[config.mk]
export PLATFORM = sky130hd
export DESIGN_NAME = echo_responder
export DESIGN_NICKNAME = d
export VERILOG_FILES = /design/src/rtl/echo_pkg.sv /design/src/rtl/echo_comp.sv /design/src/rtl/echo_sched.sv /design/src/rtl/echo_stats.sv /design/src/rtl/echo_responder.sv
export SDC_FILE = /design/constraint.sdc
export NUM_CORES = 2
export LEC_CHECK = 0
export BUFFER_PORTS_ARGS = -buffer_cell sky130_fd_sc_hd__clkbuf_2
export CAP_MARGIN = 20
export CORE_AREA = 2 2 199 347
export CTS_CLUSTER_SIZE = 16
export DETAILED_ROUTE_END_ITERATION = 8
export DIE_AREA = 0 0 201 349
export PLACE_DENSITY = 0.54
export SLEW_MARGIN = 40
export SYNTH_ARGS = -nofsm -noshare
export SYNTH_HDL_FRONTEND = slang
export SYNTH_SLANG_ARGS = --single-unit
[constraint.sdc]
create_clock -name clk -period 24.2 [get_ports clk]
set_clock_uncertainty 0.15 [all_clocks]
set_input_delay 4.84 -clock clk [delete_from_list [all_inputs] [get_ports clk]]
set_output_delay 4.84 -clock clk [all_outputs]
set_load 0.02 [all_outputs]
[src/rtl/echo_pkg.sv]
package echo_pkg;
  localparam int unsigned ECHO_TS_W   = 32;
  localparam int unsigned ECHO_CNT_W  = 16;
  localparam int unsigned ECHO_COMP_W = 16;
endpackage

[src/rtl/echo_comp.sv]
// Lateness tracker: remembers the target of the last emission and turns the
// looped-back stamp of that emission into a bounded signed correction.
module echo_comp #(
  parameter int unsigned TS_W   = 32,
  parameter int unsigned COMP_W = 16
) (
  input  logic                     clk,
  input  logic                     rst,
  input  logic                     clr,
  input  logic                     fire,
  input  logic [TS_W-1:0]          fire_tgt,
  input  logic                     lb_valid,
  input  logic [TS_W-1:0]          lb_ts,
  input  logic [COMP_W-2:0]        lim,
  output logic signed [COMP_W-1:0] comp
);
  localparam int unsigned PAD_W = TS_W - COMP_W + 1;

  logic              await_q;
  logic [TS_W-1:0]   etgt_q;
  logic [TS_W-1:0]   diff;
  logic [TS_W-1:0]   mag;
  logic [TS_W-1:0]   lim_x;
  logic signed [COMP_W-1:0] sat;
  logic signed [COMP_W-1:0] comp_q;

  assign diff  = lb_ts - etgt_q;
  assign mag   = diff[TS_W-1] ? (~diff + 1'b1) : diff;
  assign lim_x = {{PAD_W{1'b0}}, lim};

  always_comb begin
    if (mag > lim_x) begin
      sat = diff[TS_W-1] ? -$signed({1'b0, lim}) : $signed({1'b0, lim});
    end else begin
      sat = $signed(diff[COMP_W-1:0]);
    end
  end

  always_ff @(posedge clk) begin
    if (rst || clr) begin
      await_q <= 1'b0;
      etgt_q  <= '0;
      comp_q  <= '0;
    end else begin
      if (lb_valid && await_q) begin
        comp_q <= sat;
      end
      if (fire) begin
        await_q <= 1'b1;
        etgt_q  <= fire_tgt;
      end else if (lb_valid && await_q) begin
        await_q <= 1'b0;
      end
    end
  end

  assign comp = comp_q;
endmodule

[src/rtl/echo_sched.sv]
// Emission scheduler: holds one pending target and fires a registered pulse
// once the tick time has reached it (wrap-safe signed distance).
module echo_sched #(
  parameter int unsigned TS_W   = 32,
  parameter int unsigned COMP_W = 16
) (
  input  logic                     clk,
  input  logic                     rst,
  input  logic                     clr,
  input  logic                     arm,
  input  logic [TS_W-1:0]          arm_ts,
  input  logic [TS_W-1:0]          delay,
  input  logic signed [COMP_W-1:0] comp,
  input  logic [TS_W-1:0]          now,
  output logic                     fire,
  output logic [TS_W-1:0]          tgt,
  output logic                     trig
);
  localparam int unsigned EXT_W = TS_W - COMP_W;

  logic            armed_q;
  logic            trig_q;
  logic [TS_W-1:0] tgt_q;
  logic [TS_W-1:0] comp_x;
  logic [TS_W-1:0] lead;

  assign comp_x = {{EXT_W{comp[COMP_W-1]}}, comp};
  assign lead   = now - tgt_q;
  assign fire   = armed_q && !arm && !lead[TS_W-1];

  always_ff @(posedge clk) begin
    if (rst || clr) begin
      armed_q <= 1'b0;
      trig_q  <= 1'b0;
      tgt_q   <= '0;
    end else begin
      trig_q <= fire;
      if (arm) begin
        tgt_q   <= arm_ts + delay - comp_x;
        armed_q <= 1'b1;
      end else if (fire) begin
        armed_q <= 1'b0;
      end
    end
  end

  assign tgt  = tgt_q;
  assign trig = trig_q;
endmodule

[src/rtl/echo_stats.sv]
// Session bookkeeping: first stamp, iteration count, completion and error.
module echo_stats #(
  parameter int unsigned TS_W  = 32,
  parameter int unsigned CNT_W = 16
) (
  input  logic                   clk,
  input  logic                   rst,
  input  logic                   start,
  input  logic                   rx_valid,
  input  logic [TS_W-1:0]        rx_ts,
  input  logic [CNT_W-1:0]       iters,
  input  logic [TS_W-1:0]        delay,
  output logic                   arm,
  output logic                   done,
  output logic signed [TS_W-1:0] err,
  output logic signed [TS_W:0]   drift
);
  logic                   active_q;
  logic                   have_first_q;
  logic [CNT_W-1:0]       cnt_q;
  logic [TS_W-1:0]        first_q;
  logic                   done_q;
  logic signed [TS_W-1:0] err_q;
  logic signed [TS_W:0]   drift_q;
  logic                   accept;
  logic                   last;
  logic [TS_W-1:0]        ideal;
  logic [TS_W-1:0]        span;

  assign accept = rx_valid && active_q;
  assign last   = accept && have_first_q &&
                  (({1'b0, cnt_q} + 1'b1) == {1'b0, iters});
  assign arm    = accept && !last;
  assign ideal  = (delay * TS_W'(iters)) << 1;
  assign span   = rx_ts - first_q - ideal;

  always_ff @(posedge clk) begin
    if (rst) begin
      active_q     <= 1'b0;
      have_first_q <= 1'b0;
      cnt_q        <= '0;
      first_q      <= '0;
      done_q       <= 1'b0;
      err_q        <= '0;
      drift_q      <= '0;
    end else if (start) begin
      active_q     <= 1'b1;
      have_first_q <= 1'b0;
      cnt_q        <= '0;
      done_q       <= 1'b0;
      err_q        <= '0;
      drift_q      <= '0;
    end else begin
      done_q <= last;
      if (accept) begin
        if (!have_first_q) begin
          first_q      <= rx_ts;
          have_first_q <= 1'b1;
        end else begin
          cnt_q <= cnt_q + 1'b1;
        end
      end
      if (last) begin
        active_q <= 1'b0;
        err_q    <= $signed(span);
        drift_q  <= $signed({span, 1'b0});
      end
    end
  end

  assign done  = done_q;
  assign err   = err_q;
  assign drift = drift_q;
endmodule

[src/rtl/echo_responder.sv]
module echo_responder
  import echo_pkg::*;
#(
  parameter int unsigned TS_W   = ECHO_TS_W,
  parameter int unsigned CNT_W  = ECHO_CNT_W,
  parameter int unsigned COMP_W = ECHO_COMP_W
) (
  input  logic                   clk,
  input  logic                   rst,
  input  logic                   start,
  input  logic [TS_W-1:0]        cfg_delay,
  input  logic [CNT_W-1:0]       cfg_iters,
  input  logic [COMP_W-2:0]      cfg_comp_lim,
  input  logic [TS_W-1:0]        now,
  input  logic                   rx_valid,
  input  logic [TS_W-1:0]        rx_ts,
  input  logic                   lb_valid,
  input  logic [TS_W-1:0]        lb_ts,
  output logic                   trig_out,
  output logic                   done,
  output logic signed [TS_W-1:0] err_out,
  output logic signed [TS_W:0]   drift_out
);
  logic                     arm;
  logic                     fire;
  logic [TS_W-1:0]          tgt;
  logic signed [COMP_W-1:0] comp_w;

  echo_stats #(.TS_W(TS_W), .CNT_W(CNT_W)) stats_i (
    .clk(clk), .rst(rst), .start(start),
    .rx_valid(rx_valid), .rx_ts(rx_ts),
    .iters(cfg_iters), .delay(cfg_delay),
    .arm(arm), .done(done), .err(err_out), .drift(drift_out)
  );

  echo_sched #(.TS_W(TS_W), .COMP_W(COMP_W)) sched_i (
    .clk(clk), .rst(rst), .clr(start),
    .arm(arm), .arm_ts(rx_ts), .delay(cfg_delay), .comp(comp_w),
    .now(now), .fire(fire), .tgt(tgt), .trig(trig_out)
  );

  echo_comp #(.TS_W(TS_W), .COMP_W(COMP_W)) comp_i (
    .clk(clk), .rst(rst), .clr(start),
    .fire(fire), .fire_tgt(tgt),
    .lb_valid(lb_valid), .lb_ts(lb_ts),
    .lim(cfg_comp_lim), .comp(comp_w)
  );
endmodule

==> out/qor.yml <==
timing:
  tightest_slew_ns: 0.785
  final.setup.tns_ns: 0
  relSlewSlack: 0.477
  rsz0062_at_grt: "no"
  finalHoldViolations: 0
  slew_viol_final: 0
  period_share: 0.574
  setup_viol: 0
  period_minus_slack_ns: 13.89
  fmax_mhz: 72.0
clock_network:
  cts.clk_slew.worst_paths_ns: 0.07
  post_cts_resized: 0
  cts_tree: "yes"
  post_cts_buffers: 0
  htreeDepth: 4
  clk_latency_ns: 0.46
  numCtsBuffers: 17
  cts_hold_buf: 0
  cts_sinks: 166
  ctsLongestPathBuffers: 2
  root_buffer: "clkbuf_16"
finish:
  fillers: 7044
  layout_common_cells: "inv_1 (631), nand2_1 (442), fa_1 (352)"
  synthToLayoutAreaGrowth_pct: 8.56
  final_common_cell: "inv_1"
  nets: 4141
  multi_input_area_mm2: 0.0203
  seqCellArea_mm2: 0.00332
  instances_no_fill: 4325
  diodes: 0
  drive_above_1_share: 0.0962
  utilization: 0.430
worst_setup_path:
  slowest_delay_ns: 0.58
  start_kind: "primary input"
  regToRegSetupSlack_ns: 17.47
  r2r-end: "comp_i.comp[5]"
  critical_path_class: "in2reg"
  crit_path_top_delay_cell: "fa_1"
  r2r_cells: 26
  critPathMaxFanout: 29
  cpMostUsedCell: "inv_1"
  worst_ep_required_time_ns: 24.40
  end_kind: "flip-flop"
  rr_startpoint: "comp_i.etgt_q[9]"
  cp_data_arrival_time_ns: 14.08
yosys:
  synthArstFlopShare: 0
  yosysTopAreaCell: "fa_1"
  synth_ff_type: "dfxtp_1"
  ys_ff_latch: 166
  postSynthCellCount: 3310
  synth_warnings: 0
  synth.distinct_cells: 98
  ys_top_cells_by_area: "fa_1 (26%), dfxtp_1 (12%), ha_1 (9.8%)"
  synth_edf_count: 0
  synth_top_area_frac: 0.264
  postSynthAreaPerCell_um2: 8.06
  synth_area_mm2: 0.0267
  synth-seq-area-share: 0.125
  syn_nets: 4035
flow_run:
  maxCapViolCount: 0
floorplanning:
  num_rows: 126
  die_h_um: 349
  die_w_um: 201
  io_pins: 231
  dieArea_mm2: 0.0701
  initial_core_util: 0.396
  core_mm2: 0.0673
drt:
  first_iter_violations: 1130
  post_drt_via_cell_ratio: 5.19
  wirelength_um: 84500
  drtAntennaViolNets: 0
  drcViolationCount: 0
  post_drt_wl_per_cell_um: 19.5
  vias: 22400
  dr.pass1.iters: 5
min_path:
  min_path_cells: 2
  whs_endpoint: "stats_i.first_q[31]"
  hp-start: "stats_i.first_q[31]"
  hp-class: "reg2reg"
place:
  dp_cells: 4293
  place_congestion: 0.912
  io_buffers: 229
  place_hpwl_um: 69600
global_route:
  antenna_found_initial: 6
  grtUsageTotal: 0.246
  overflow: 0
  grt_pass1_wl_um: 133000
  grt_max_degree: 67
  grt_pass1_vias: 23500
status:
  status: "finished, final reports clean"
metal layers:
| layer | global-route usage | up-vias | share of wire |
|---|---|---|---|
| met4 | 0.0969 | 12 | 0.039 |
| met5 | 0 | - | 0.00096 |
| met3 | 0.0225 | 160 | 0.033 |
| li1 | - | 10700 | - |
| met1 | 0.282 | 11000 | 0.39 |
| met2 | 0.468 | 540 | 0.53 |
metrics by stage:
stage / setup WS (ns) / hold WS [ns] / cell area [um^2]
CTS: 10.30 / 0.320 / 29000
finish: 10.31 / 0.316 / 29000
floorplan: 11.00 / 0.290 / 26700
detailed placement: 9.86 / 0.310 / 28400
global route: 9.68 / 0.341 / 29000
global placement: 9.94 / 0.301 / 28400
cells in the mapped netlist (5+ instances only):
cell	count
a21boi_0	11
and2_1	141
nand2_1	442
dfxtp_1	166
a221oi_1	6
a221o_1	14
mux2i_1	54
nor4_1	12
and3_1	30
nand2b_1	13
a311oi_1	5
and4_1	5
a21o_1	58
a31oi_1	18
o211ai_1	10
o21ai_0	70
a21oi_1	169
a41oi_1	6
o22ai_1	5
nand4b_1	5
nand3_1	50
buf_4	33
nor2_1	188
nor2b_1	22
inv_1	631
o21bai_1	11
o21a_1	27
or3_1	19
fa_1	352
buf_2	5
o31a_1	5
nand4_1	21
ha_1	209
xnor2_1	135
clkbuf_1	116
a211o_1	15
a31o_2	7
o31ai_1	7
a2111oi_0	8
or2_2	5
a211oi_1	28
nor3_1	45
xor2_1	47
cell families after synthesis:
group           Yosys count  synth area share
fa+ha+maj               561             0.362
flops                   166             0.125
mux                      56            0.0211
xor+xnor                183            0.0604
simple gates           1023             0.181
other cells               1          0.000141
compound gates          529             0.134
buf+inv                 791             0.117
final cells by class:
type | instances | area share
Timing Repair Buffer | 247 | 0.0442
Clock inverter | 15 | 0.00449
Tap cell | 896 | 0.0387
Clock buffer | 17 | 0.0147
Sequential cell | 166 | 0.115
Multi-Input combinational cell | 2353 | 0.701
Inverter | 631 | 0.0818
critical path: cells and delay by family:
family                   cells  cell delay (ns)
XOR/XNOR                     1             0.17
buffers and inverters        7             0.88
AND/OR/NAND/NOR              4             0.93
adder cells (fa/ha/maj)      9             3.57
AO/OA/AOI/OAI               14             3.65
state kept, by name, summed over array words and instances (netlist names):
signal / cells
stats_i.first_q: 32
sched_i.armed_q: 1
stats_i.have_first_q: 1
stats_i.done: 1
sched_i.trig: 1
sched_i.tgt: 32
stats_i.err: 32
stats_i.active_q: 1
comp_i.await_q: 1
comp_i.comp: 16
stats_i.cnt_q: 16
comp_i.etgt_q: 32
worst max-delay path by stage:
stage	cells after the start	start	slack, ns	endpoint
after floorplan	32	cfg_iters[1]	11.00	stats_i.err[30]
after global placement	31	cfg_iters[1]	9.94	stats_i.err[30]
after detailed placement	31	cfg_iters[1]	9.86	stats_i.err[30]
after CTS	31	cfg_iters[1]	10.30	stats_i.err[30]
after global routing	35	cfg_iters[3]	9.68	stats_i.err[30]
final	35	cfg_iters[3]	10.31	stats_i.err[30]
Power is not shown: default switching activity piles up to over one toggle a cycle in this logic, so the estimate is an artifact.
